$ cat config.mk
export PLATFORM = sky130hd
export DESIGN_NAME = sparse_xlate
export DESIGN_NICKNAME = d
export VERILOG_FILES = /design/src/rtl/sparse_xlate_pkg.sv /design/src/rtl/sx_window_match.sv /design/src/rtl/sx_ext_reg.sv /design/src/rtl/sx_lane_fmt.sv /design/src/rtl/sparse_xlate.sv
export SDC_FILE = /design/constraint.sdc
export NUM_CORES = 1
export LEC_CHECK = 0
export BUFFER_PORTS_ARGS = -buffer_cell sky130_fd_sc_hd__buf_2
export CAP_MARGIN = 10
export CORE_ASPECT_RATIO = 0.5
export CORE_MARGIN = 5
export CORE_UTILIZATION = 56
export DETAILED_ROUTE_END_ITERATION = 7
export GPL_TIMING_DRIVEN = 0
export HOLD_SLACK_MARGIN = 0.05
export PLACE_DENSITY = 0.91
export SLEW_MARGIN = 15
export SYNTH_ARGS = -nofsm -noshare
export SYNTH_HDL_FRONTEND = slang
export SYNTH_HIERARCHICAL = 1
export SYNTH_SLANG_ARGS = --single-unit
$ cat constraint.sdc
create_clock -name clk -period 2.5 [get_ports clk]
set_input_delay 0.125 -clock clk [delete_from_list [all_inputs] [get_ports clk]]
set_output_delay 0.125 -clock clk [all_outputs]
set_load 0.02 [all_outputs]
$ cat src/rtl/sparse_xlate_pkg.sv
package sparse_xlate_pkg;

  localparam int LW    = 32;
  localparam int LANES = LW / 8;
  localparam int SHIFT = 5;

  typedef enum logic [1:0] {
    LEN_BYTE = 2'b00,
    LEN_WORD = 2'b01,
    LEN_RSVD = 2'b10,
    LEN_LONG = 2'b11
  } len_e;

  typedef enum logic [1:0] {
    ST_IDLE   = 2'd0,
    ST_FIRST  = 2'd1,
    ST_SECOND = 2'd2
  } phase_e;

  // byte-enable pattern for a length at a lane
  function automatic logic [LANES-1:0] lane_mask(input len_e len, input logic [1:0] lane);
    case (len)
      LEN_BYTE: return 4'b0001 << lane;
      LEN_WORD: return 4'b0011 << lane;
      LEN_LONG: return 4'b1111;
      default:  return 4'b0000;
    endcase
  endfunction

  // whether a length may start at a lane
  function automatic logic lane_legal(input len_e len, input logic [1:0] lane);
    case (len)
      LEN_BYTE: return 1'b1;
      LEN_WORD: return ~lane[0];
      LEN_LONG: return (lane == 2'b00);
      default:  return 1'b0;
    endcase
  endfunction

  // move narrow write data up into its lane
  function automatic logic [LW-1:0] lane_place(input len_e len, input logic [1:0] lane,
                                                input logic [LW-1:0] d);
    case (len)
      LEN_BYTE: return {24'b0, d[7:0]} << {lane, 3'b000};
      LEN_WORD: return {16'b0, d[15:0]} << {lane, 3'b000};
      default:  return d;
    endcase
  endfunction

  // pull narrow read data down from its lane
  function automatic logic [LW-1:0] lane_pick(input len_e len, input logic [1:0] lane,
                                               input logic [LW-1:0] w);
    logic [LW-1:0] s;
    s = w >> {lane, 3'b000};
    case (len)
      LEN_BYTE: return {24'b0, s[7:0]};
      LEN_WORD: return {16'b0, s[15:0]};
      default:  return w;
    endcase
  endfunction

endpackage

$ cat src/rtl/sx_window_match.sv
module sx_window_match
  import sparse_xlate_pkg::*;
#(
  parameter int              HA_W    = 40,
  parameter int              TA_W    = 32,
  parameter int              OFS_W   = 27,
  parameter int              EXT_W   = 3,
  parameter bit              USE_EXT = 1'b1,
  parameter logic [HA_W-1:0] BASE    = '0
) (
  input  logic [HA_W-1:0]  host_addr,
  input  logic [EXT_W-1:0] ext,
  output logic             hit,
  output logic [TA_W-1:0]  addr_first,
  output logic [TA_W-1:0]  addr_second
);
  localparam int SPAN = OFS_W + SHIFT;
  localparam logic [HA_W-SPAN-1:0] TAG = BASE[HA_W-1:SPAN];

  logic [OFS_W-1:0] off_al;
  logic [OFS_W-1:0] off_nx;
  logic [EXT_W-1:0] ext_eff;
  logic [TA_W-1:0]  hi_part;
  logic             unused_low;

  assign unused_low  = ^host_addr[SHIFT+1:0];
  assign hit         = (host_addr[HA_W-1:SPAN] == TAG);
  assign off_al      = {host_addr[SPAN-1:SHIFT+2], 2'b00};
  assign off_nx      = off_al + OFS_W'(4);
  assign ext_eff     = USE_EXT ? ext : '0;
  assign hi_part     = {ext_eff, {(TA_W-EXT_W){1'b0}}};
  assign addr_first  = hi_part | TA_W'(off_al);
  assign addr_second = hi_part | TA_W'(off_nx);

endmodule

$ cat src/rtl/sx_ext_reg.sv
module sx_ext_reg #(
  parameter int EXT_W = 3
) (
  input  logic             clk,
  input  logic             rst_n,
  input  logic             csr_we,
  input  logic [EXT_W-1:0] csr_wdata,
  output logic [EXT_W-1:0] ext
);
  always_ff @(posedge clk or negedge rst_n) begin
    if (!rst_n)      ext <= '0;
    else if (csr_we) ext <= csr_wdata;
  end
endmodule

$ cat src/rtl/sx_lane_fmt.sv
module sx_lane_fmt
  import sparse_xlate_pkg::*;
(
  input  len_e              len,
  input  logic [1:0]        lane,
  input  logic              dbl,
  input  logic              window_hit,
  input  logic [2*LW-1:0]   wdata,
  output logic              legal,
  output logic [LANES-1:0]  be,
  output logic [LW-1:0]     wdata_first,
  output logic [LW-1:0]     wdata_second
);
  assign legal        = window_hit && lane_legal(len, lane) && (!dbl || len == LEN_LONG);
  assign be           = lane_mask(len, lane);
  assign wdata_first  = dbl ? wdata[LW-1:0] : lane_place(len, lane, wdata[LW-1:0]);
  assign wdata_second = wdata[2*LW-1:LW];
endmodule

$ cat src/rtl/sparse_xlate.sv
module sparse_xlate
  import sparse_xlate_pkg::*;
#(
  parameter int              HA_W      = 40,
  parameter int              EXT_W     = 3,
  parameter int              MEM_OFS_W = 27,
  parameter int              IO_OFS_W  = 24,
  parameter logic [HA_W-1:0] MEM_BASE  = 40'h02_0000_0000,
  parameter logic [HA_W-1:0] IO_BASE   = 40'h03_A000_0000
) (
  input  logic             clk,
  input  logic             rst_n,
  input  logic             host_valid,
  output logic             host_ready,
  input  logic [HA_W-1:0]  host_addr,
  input  logic             host_we,
  input  logic             host_dbl,
  input  logic [63:0]      host_wdata,
  output logic             host_done,
  output logic             host_err,
  output logic [63:0]      host_rdata,
  input  logic             csr_we,
  input  logic [EXT_W-1:0] csr_wdata,
  output logic             tgt_req,
  output logic             tgt_io,
  output logic             tgt_we,
  output logic [31:0]      tgt_addr,
  output logic [3:0]       tgt_be,
  output logic [31:0]      tgt_wdata,
  input  logic             tgt_rsp,
  input  logic [31:0]      tgt_rdata
);
  localparam int TA_W = LW;
  localparam int DW   = 2 * LW;

  phase_e            state;
  logic [EXT_W-1:0]  ext;
  len_e              len;
  logic [1:0]        lane;
  logic              unused_addr;
  logic              mem_hit, io_hit;
  logic [TA_W-1:0]   mem_a0, mem_a1, io_a0, io_a1;
  logic [TA_W-1:0]   sel_a0, sel_a1;
  logic              legal;
  logic [LANES-1:0]  be_new;
  logic [LW-1:0]     wd_first, wd_second;

  // held request context
  len_e              r_len;
  logic [1:0]        r_lane;
  logic              r_dbl;
  logic [TA_W-1:0]   r_addr_second;
  logic [LW-1:0]     r_wdata_second;
  logic [LW-1:0]     r_lo_word;

  // named internal events, used by the checker
  logic accept;
  logic reject;
  logic xfer_done;
  logic half_switch;

  assign unused_addr = ^host_addr[2:0];
  assign len         = len_e'(host_addr[4:3]);
  assign lane        = host_addr[6:5];

  sx_ext_reg #(.EXT_W(EXT_W)) u_ext (
    .clk(clk), .rst_n(rst_n), .csr_we(csr_we), .csr_wdata(csr_wdata), .ext(ext)
  );

  sx_window_match #(
    .HA_W(HA_W), .TA_W(TA_W), .OFS_W(MEM_OFS_W), .EXT_W(EXT_W),
    .USE_EXT(1'b1), .BASE(MEM_BASE)
  ) u_mem_win (
    .host_addr(host_addr), .ext(ext), .hit(mem_hit),
    .addr_first(mem_a0), .addr_second(mem_a1)
  );

  sx_window_match #(
    .HA_W(HA_W), .TA_W(TA_W), .OFS_W(IO_OFS_W), .EXT_W(EXT_W),
    .USE_EXT(1'b0), .BASE(IO_BASE)
  ) u_io_win (
    .host_addr(host_addr), .ext(ext), .hit(io_hit),
    .addr_first(io_a0), .addr_second(io_a1)
  );

  assign sel_a0 = mem_hit ? mem_a0 : io_a0;
  assign sel_a1 = mem_hit ? mem_a1 : io_a1;

  sx_lane_fmt u_fmt (
    .len(len), .lane(lane), .dbl(host_dbl), .window_hit(mem_hit | io_hit),
    .wdata(host_wdata), .legal(legal), .be(be_new),
    .wdata_first(wd_first), .wdata_second(wd_second)
  );

  assign host_ready  = (state == ST_IDLE);
  assign tgt_req     = (state != ST_IDLE);
  assign accept      = host_valid && host_ready;
  assign reject      = accept && !legal;
  assign xfer_done   = tgt_req && tgt_rsp;
  assign half_switch = xfer_done && (state == ST_FIRST) && r_dbl;

  always_ff @(posedge clk or negedge rst_n) begin
    if (!rst_n) begin
      state          <= ST_IDLE;
      host_done      <= 1'b0;
      host_err       <= 1'b0;
      host_rdata     <= '0;
      tgt_io         <= 1'b0;
      tgt_we         <= 1'b0;
      tgt_addr       <= '0;
      tgt_be         <= '0;
      tgt_wdata      <= '0;
      r_len          <= LEN_BYTE;
      r_lane         <= '0;
      r_dbl          <= 1'b0;
      r_addr_second  <= '0;
      r_wdata_second <= '0;
      r_lo_word      <= '0;
    end else begin
      host_done <= 1'b0;
      host_err  <= 1'b0;
      case (state)
        ST_IDLE: begin
          if (reject) begin
            host_err <= 1'b1;
          end else if (accept) begin
            state          <= ST_FIRST;
            tgt_io         <= !mem_hit;
            tgt_we         <= host_we;
            tgt_addr       <= sel_a0;
            tgt_be         <= be_new;
            tgt_wdata      <= wd_first;
            r_len          <= len;
            r_lane         <= lane;
            r_dbl          <= host_dbl;
            r_addr_second  <= sel_a1;
            r_wdata_second <= wd_second;
          end
        end
        ST_FIRST: begin
          if (half_switch) begin
            state     <= ST_SECOND;
            r_lo_word <= tgt_rdata;
            tgt_addr  <= r_addr_second;
            tgt_wdata <= r_wdata_second;
          end else if (xfer_done) begin
            state      <= ST_IDLE;
            host_done  <= 1'b1;
            host_rdata <= tgt_we ? '0 : {{(DW-LW){1'b0}}, lane_pick(r_len, r_lane, tgt_rdata)};
          end
        end
        ST_SECOND: begin
          if (xfer_done) begin
            state      <= ST_IDLE;
            host_done  <= 1'b1;
            host_rdata <= tgt_we ? '0 : {tgt_rdata, r_lo_word};
          end
        end
        default: state <= ST_IDLE;
      endcase
    end
  end

endmodule

==> results of run 1 <==
-- repair_timing --
item / in CTS / in global routing
setup buffers: 0 / 0
gates resized for setup: 1 / 13
setup endpoints to repair: 47 / 59
hold buffers: 87 / 0
hold endpoints to repair: 203 / 0
cloned: 0 / 0
pin swaps: 0 / 0
-- state kept, by name, indices dropped and copies added, names as in the netlist --
| name | count |
|---|---|
| r_dbl | 1 |
| tgt_we | 1 |
| tgt_addr | 32 |
| host_done | 1 |
| r_wdata_second | 32 |
| state | 2 |
| r_lane | 2 |
| u_ext/ext | 3 |
| tgt_wdata | 32 |
| host_rdata | 64 |
| r_lo_word | 32 |
| tgt_io | 1 |
| tgt_be | 4 |
| r_len | 2 |
| r_addr_second | 32 |
| host_err | 1 |
-- synth_stat cells, types with 3 or more instances --
cell / count
a21oi_1: 60
a221oi_1: 12
a221oi_2: 12
a22o_1: 9
a2bb2oi_1: 7
a32o_1: 8
and2_1: 9
and3_1: 4
and4_1: 5
buf_2: 38
buf_4: 122
buf_6: 8
clkbuf_1: 34
dfrtp_1: 242
ha_1: 6
inv_1: 14
mux2_2: 77
mux2i_1: 113
nand2_1: 228
nand2b_1: 16
nand3_1: 52
nand4_1: 7
nor2_1: 88
nor2b_1: 19
nor3_1: 9
nor3b_2: 4
nor4_4: 3
o211ai_1: 8
o21ai_0: 83
o21ai_1: 40
o21ai_2: 4
xnor2_1: 25
xor2_1: 18
-- layer usage --
| metal | routed length [um] | vias up | track usage, % | share of wire [%] |
|---|---|---|---|---|
| li1 | - | 5512 | - | - |
| met1 | 16200 | 6031 | 37.53 | 36 |
| met2 | 21630 | 791 | 53.04 | 48 |
| met3 | 3596 | 264 | 6.922 | 8.0 |
| met4 | 3367 | 2 | 19.32 | 7.5 |
| met5 | 7 | - | 0 | 0.016 |
-- power groups by stage --
stage | clock [mW] | combinational [mW] | sequential (mW)
2_1_floorplan | 0 | 0.493 | 4.14
3_3_place_gp | 0 | 0.936 | 4.09
3_5_place_dp | 0 | 0.975 | 4.09
4_1_cts | 3.98 | 1.10 | 4.02
5_1_grt | 4.20 | 1.22 | 4.03
6_report | 4.01 | 1.14 | 4.02
-- area by class of cell --
| class | count | share of cell area, % |
|---|---|---|
| diodes | 4 | 0.05820 |
| plain buffers | 203 | 7.806 |
| clock buffers | 29 | 3.594 |
| clock inverters | 12 | 1.288 |
| inverters | 14 | 0.3055 |
| multi-input cells | 980 | 36.79 |
| flip-flops and latches | 242 | 35.21 |
| well taps | 315 | 2.292 |
| repair buffers | 337 | 12.66 |
-- worst reg2reg max path, cell delays in order (launching register included) --
cell	delay (ns)
dfrtp_1	0.43
inv_1	0.12
ha_1	0.28
nand4b_2	0.27
o21a_1	0.22
buf_6	0.18
clkbuf_1	0.49
o21ai_1	0.17
-- worst paths after layout --
path	from	to	slack [ns]
setup / recovery	host_addr[4]	tgt_wdata[23]	0.11
min in group asynchronous	rst_n	tgt_addr[20]	0.12
hold / removal	host_addr[7]	r_addr_second[2]	0.07
max in group asynchronous	rst_n	r_lo_word[6]	1.08
hold reg to reg	host_rdata[39]	host_rdata[39]	0.46
setup reg to reg	state[1]	tgt_addr[15]	0.19
-- metrics by stage --
step,std cells,util [%]
after global routing,2135,71.58
after CTS,2132,71.48
after floorplan,1439,-
after detailed placement,2004,64.35
final,2136,71.59
after global placement,2002,64.08
-- cell families (layout without fill, tap and decap cells) --
| family | count (synthesis) | after routing | synth area share [%] |
|---|---|---|---|
| DFF | 242 | 242 | 44.33 |
| AOI/OAI and AO/OA | 249 | 249 | 11.44 |
| adders and majority gates | 6 | 6 | 0.5495 |
| xor gates and xnor gates | 43 | 43 | 2.757 |
| buffers and inverters | 217 | 595 | 10.10 |
| muxes | 190 | 190 | 14.63 |
| and+or+nand+nor | 464 | 464 | 16.14 |
| other | 2 | 32 | 0.05498 |
==> reports/metrics.cfg, run 1 <==
[synthesis]
yosysTopAreaCell=dfrtp_1
synth-edff-count=0
synth_top_flop_cell=dfrtp_1
syn_avg_cell_area_sq_um=9.668
ys_ff_latch=242
syn-instance-count=1413
yosysSeqAreaShare_pct=44.33
yosysWarnings=6
synth_top_cell_area_share_pct=44.33
yosysUniqueCellTypes=56
ys_top_cells_by_area=dfrtp_1 (44%), mux2i_1 (8.3%), buf_4 (6.7%)
async_reset_ff_share_pct=100.0
synth.cell_area_sq_um=13660

[sta]
holdWs_ns=0.06743
rsz0062_at_grt=no
period_share_pct=95.77
worst_slew_pin_slew_ns=0.7342
drv_slew=0
setup_viol=0
finClkSkew_ns=0.02290
min_period_ns=2.394
hold_viol=0
max_freq_mhz=417.7
finalSetupTns_ns=0
final.setup.worst_slack_ns=0.1058
timing.slew.headroom_pct=51.05

[layout]
final_area_sq_um=17200
syn_to_final_growth_pct=25.90
seqCellArea_sq_um=6056
nFillCells=1596
nets=1953
layout_common_cells=buf_2 (283), dfrtp_1 (242), nand2_1 (228)
final_common_cell=buf_2
layout-drive-gt1-share_pct=31.43
multi_input_area_sq_um=6327

[place]
portBuffers=248
pre_cts_slack_ns=-0.6233
placed_area_sq_um=15460
hpwl_um=29050
gp_congestion=0.9202

[power_and_ir_drop]
seqPwrFrac_pct=43.8
p_per_area_nw_per_um2=533.5
p_int_mw=6.873
p_sw_mw=2.303
ir_drop_mv=0.3975
power_frac_comb_pct=12.4
swShare_pct=25.10
clkPwrFrac_pct=43.8
power.total_mw=9.176
p_leak_nw=8.621

[floorplanning]
std_cell_rows=40
pin_count=284
die_w_um=230.9
initial_utilization_pct=56.86
die_area_sq_um=27810
die_y_um=120.4
core_sq_um=24020

[drt]
via_per_inst=5.899
ant_nets=0
firstDrtPassIters=6
routed_wirelength_um=44800
wl_per_cell_um=20.98
drc_errors=0
vias=12600
drt_iter0_drc=1662

[clock_network]
tritoncts=done
clk_pin_slew_ns=0.07
cts_root_buf=clkbuf_16
cts_buffers=23
cts_sinks=242
clock_path_buffers=3
htree_levels=1
clk_latency_ns=0.53

[setup_path]
max_stage_delay_ns=0.56
ff2ff_path_depth=7
cp_common_cell=buf_6
worstPathMaxFanout=10
start_kind=input port
arrival_ns=2.81
path_class=in2reg
cp_slowest_cell=dlygate4sd3_1
crit_buf_inv=7
end_kind=flip-flop
critPathRequiredTime_ns=2.91
crit_cells=13
cpLargestDelayFamily=buffers and inverters
cp_cell_sequence=dlygate4sd3_1 -> buf_2 -> buf_6 -> or2_1 -> buf_6 -> buf_6 -> o21ai_1 -> and3_4 -> nand3_1 -> o21a_1 -> buf_6 -> clkbuf_1 -> o21ai_1

[flow_run]
cap_violations=0

[global_route]
grt_use_total_pct=31.59
grt_pass1_wl_um=70430
grt_pass1_vias=12920
grt_max_degree=98
antenna_found_initial=5
grt-ovfl-total=0

[hold_path]
holdCritPathClass=in2reg
min_delay_path_depth=4

[status]
status=completed

Power figures use the tool's default switching activity.
==> inputs of run 2 (changes only) <==
- CAP_MARGIN: 10 -> 20
- CELL_PAD_IN_SITES_DETAIL_PLACEMENT: unset -> 1
- CELL_PAD_IN_SITES_GLOBAL_PLACEMENT: unset -> 1
- CORE_UTILIZATION: 56 -> 43
- GPL_TIMING_DRIVEN: 0 -> unset
- PLACE_DENSITY: 0.91 -> 0.92
==> run 2 against run 1 <==
Routed wire length is 5.6% higher. Register-to-register slack worse by 0.02 ns. Clock power is 3% lower. Count of clock-buffer cells in the layout is 8 higher. Sequential power hardly changed. Maximum frequency is 3.0% lower. Flip-flop and latch count stayed put. Core utilization is 19 points lower. Critical path depth is 2 lower. Hold slack worse by 0.018 ns. Critical path type unchanged. Critical endpoint is now tgt_wdata[21]. Largest cell class unchanged. Highest routed layer is now met4.
==> reports/metrics.cfg, run 2 (synthesized netlist as in run 1, its figures left out) <==
[setup_path]
path_class=in2reg
critPathRequiredTime_ns=2.92
cp_slowest_cell=dlygate4sd3_1
end_kind=flip-flop
start_kind=input port
cp_cell_sequence=dlygate4sd3_1 -> buf_2 -> nor4bb_1 -> nand4_1 -> nor4_2 -> or2_2 -> and3_1 -> nand3_4 -> o21a_4 -> buf_12 -> o21ai_0
arrival_ns=2.89
max_stage_delay_ns=0.56
worstPathMaxFanout=52

[layout]
final_common_cell=buf_2
syn_to_final_growth_pct=20.90
nets=1814
final_area_sq_um=16520
regMostFlops=host_rdata
nFillCells=3609
layout_common_cells=buf_2 (279), dfrtp_1 (242), nand2_1 (228)
layout-drive-gt1-share_pct=27.71
largest_reg_flops=64

[global_route]
grt-ovfl-total=0
grt_max_degree=110
grt_pass1_wl_um=72330
grt_use_total_pct=25.65
grt_pass1_vias=12640
antenna_found_initial=9

[sta]
drv_slew=0
setup_viol=0
finClkSkew_ns=0.02760
max_freq_mhz=405.1
period_share_pct=98.74
hold_viol=0
min_period_ns=2.469
worst_slew_pin_slew_ns=0.7268
timing.slew.headroom_pct=51.54
holdWs_ns=0.04917

[hold_path]
holdCritPathClass=in2reg

[power_and_ir_drop]
p_per_area_nw_per_um2=541.4
ir_drop_mv=0.4096
p_leak_nw=8.052

[drt]
firstDrtPassIters=5
wl_per_cell_um=22.34
drt_iter0_drc=780
ant_nets=0
drc_errors=0
vias=11590
via_per_inst=5.470
routed_wirelength_um=47320

[clock_network]
clk_pin_slew_ns=0.06
htree_levels=1
clock_path_buffers=3
cts_root_buf=clkbuf_16
cts_sinks=242
clk_latency_ns=0.55
postCtsSetupRepairBufs=0
cts_buffers=25
tritoncts=done

[place]
gp_congestion=0.8412
hpwl_um=28660
portBuffers=280
placed_area_sq_um=14780

[floorplanning]
pin_count=284
initial_utilization_pct=43.39
std_cell_rows=46
core_sq_um=31480
die_area_sq_um=35650
die_w_um=262.1
die_y_um=136.0

[flow_run]
cap_violations=0

[status]
status=completed

-- run 2: power by group --
part           switching, mW  internal (mW)  leakage (nW)
clock network           1.70           2.20         0.397
logic                  0.604          0.414          4.32
registers             0.0480           3.98          3.33
total                   2.35           6.59          8.05
-- run 2: final timing paths --
| path | startpoint | cells past startpoint | to | slack [ns] |
|---|---|---|---|---|
| min in group asynchronous | rst_n | 2 | r_addr_second[23] | 0.19 |
| min | host_wdata[29] | 4 | tgt_wdata[29] | 0.05 |
| max in group asynchronous | rst_n | 3 | tgt_wdata[21] | 1.44 |
| max | host_addr[31] | 11 | tgt_wdata[21] | 0.03 |
| min reg2reg | host_rdata[6] | 2 | host_rdata[6] | 0.47 |
| max reg2reg | state[0] | 8 | host_rdata[18] | 0.17 |
-- run 2: final cells by class --
class / count / area (sq um) / share of cell area, %
well taps: 432 / 540.5 / 3.273
clock buffers: 37 / 720.7 / 4.364
inverters: 14 / 52.55 / 0.3182
clock inverters: 6 / 83.83 / 0.5076
repair buffers: 398 / 2648 / 16.03
diodes: 8 / 20.02 / 0.1212
flip-flops and latches: 242 / 6056 / 36.67
multi-input cells: 981 / 6395 / 38.72
-- run 2: routing by layer --
layer	GRT usage (%)	wire [um]
met3	3.526	1514
met1	28.14	17610
met5	0	0
met2	47.97	25140
met4	14.47	3050
-- run 2: critical path, delay by kind of cell --
kind	cells	cell delay (ns)
buf+inv	3	0.94
simple gates	6	1.23
compound gates	2	0.57
-- run 2: stage by stage --
| stage | setup WS [ns] | setup TNS [ns] | std cells | power [mW] | util [%] |
|---|---|---|---|---|---|
| after floorplan | 0.1038 | 0 | 1439 | 4.630 | - |
| after global placement | 0.3392 | 0 | 1976 | 4.928 | 46.93 |
| after detailed placement | 0.1059 | 0 | 1976 | 4.964 | 46.93 |
| after CTS | 0.1049 | 0 | 2109 | 8.923 | 52.35 |
| after global routing | -0.01345 | -0.01677 | 2118 | 9.258 | 52.46 |
| final | 0.03144 | 0 | 2118 | 8.942 | 52.46 |
-- run 2: what timing repair did --
item | CTS | global route
resized for setup | 0 | 2
endpoints found under the hold margin | 216 | 0
hold buffers | 90 | 0
endpoints found under the setup margin | 0 | 27
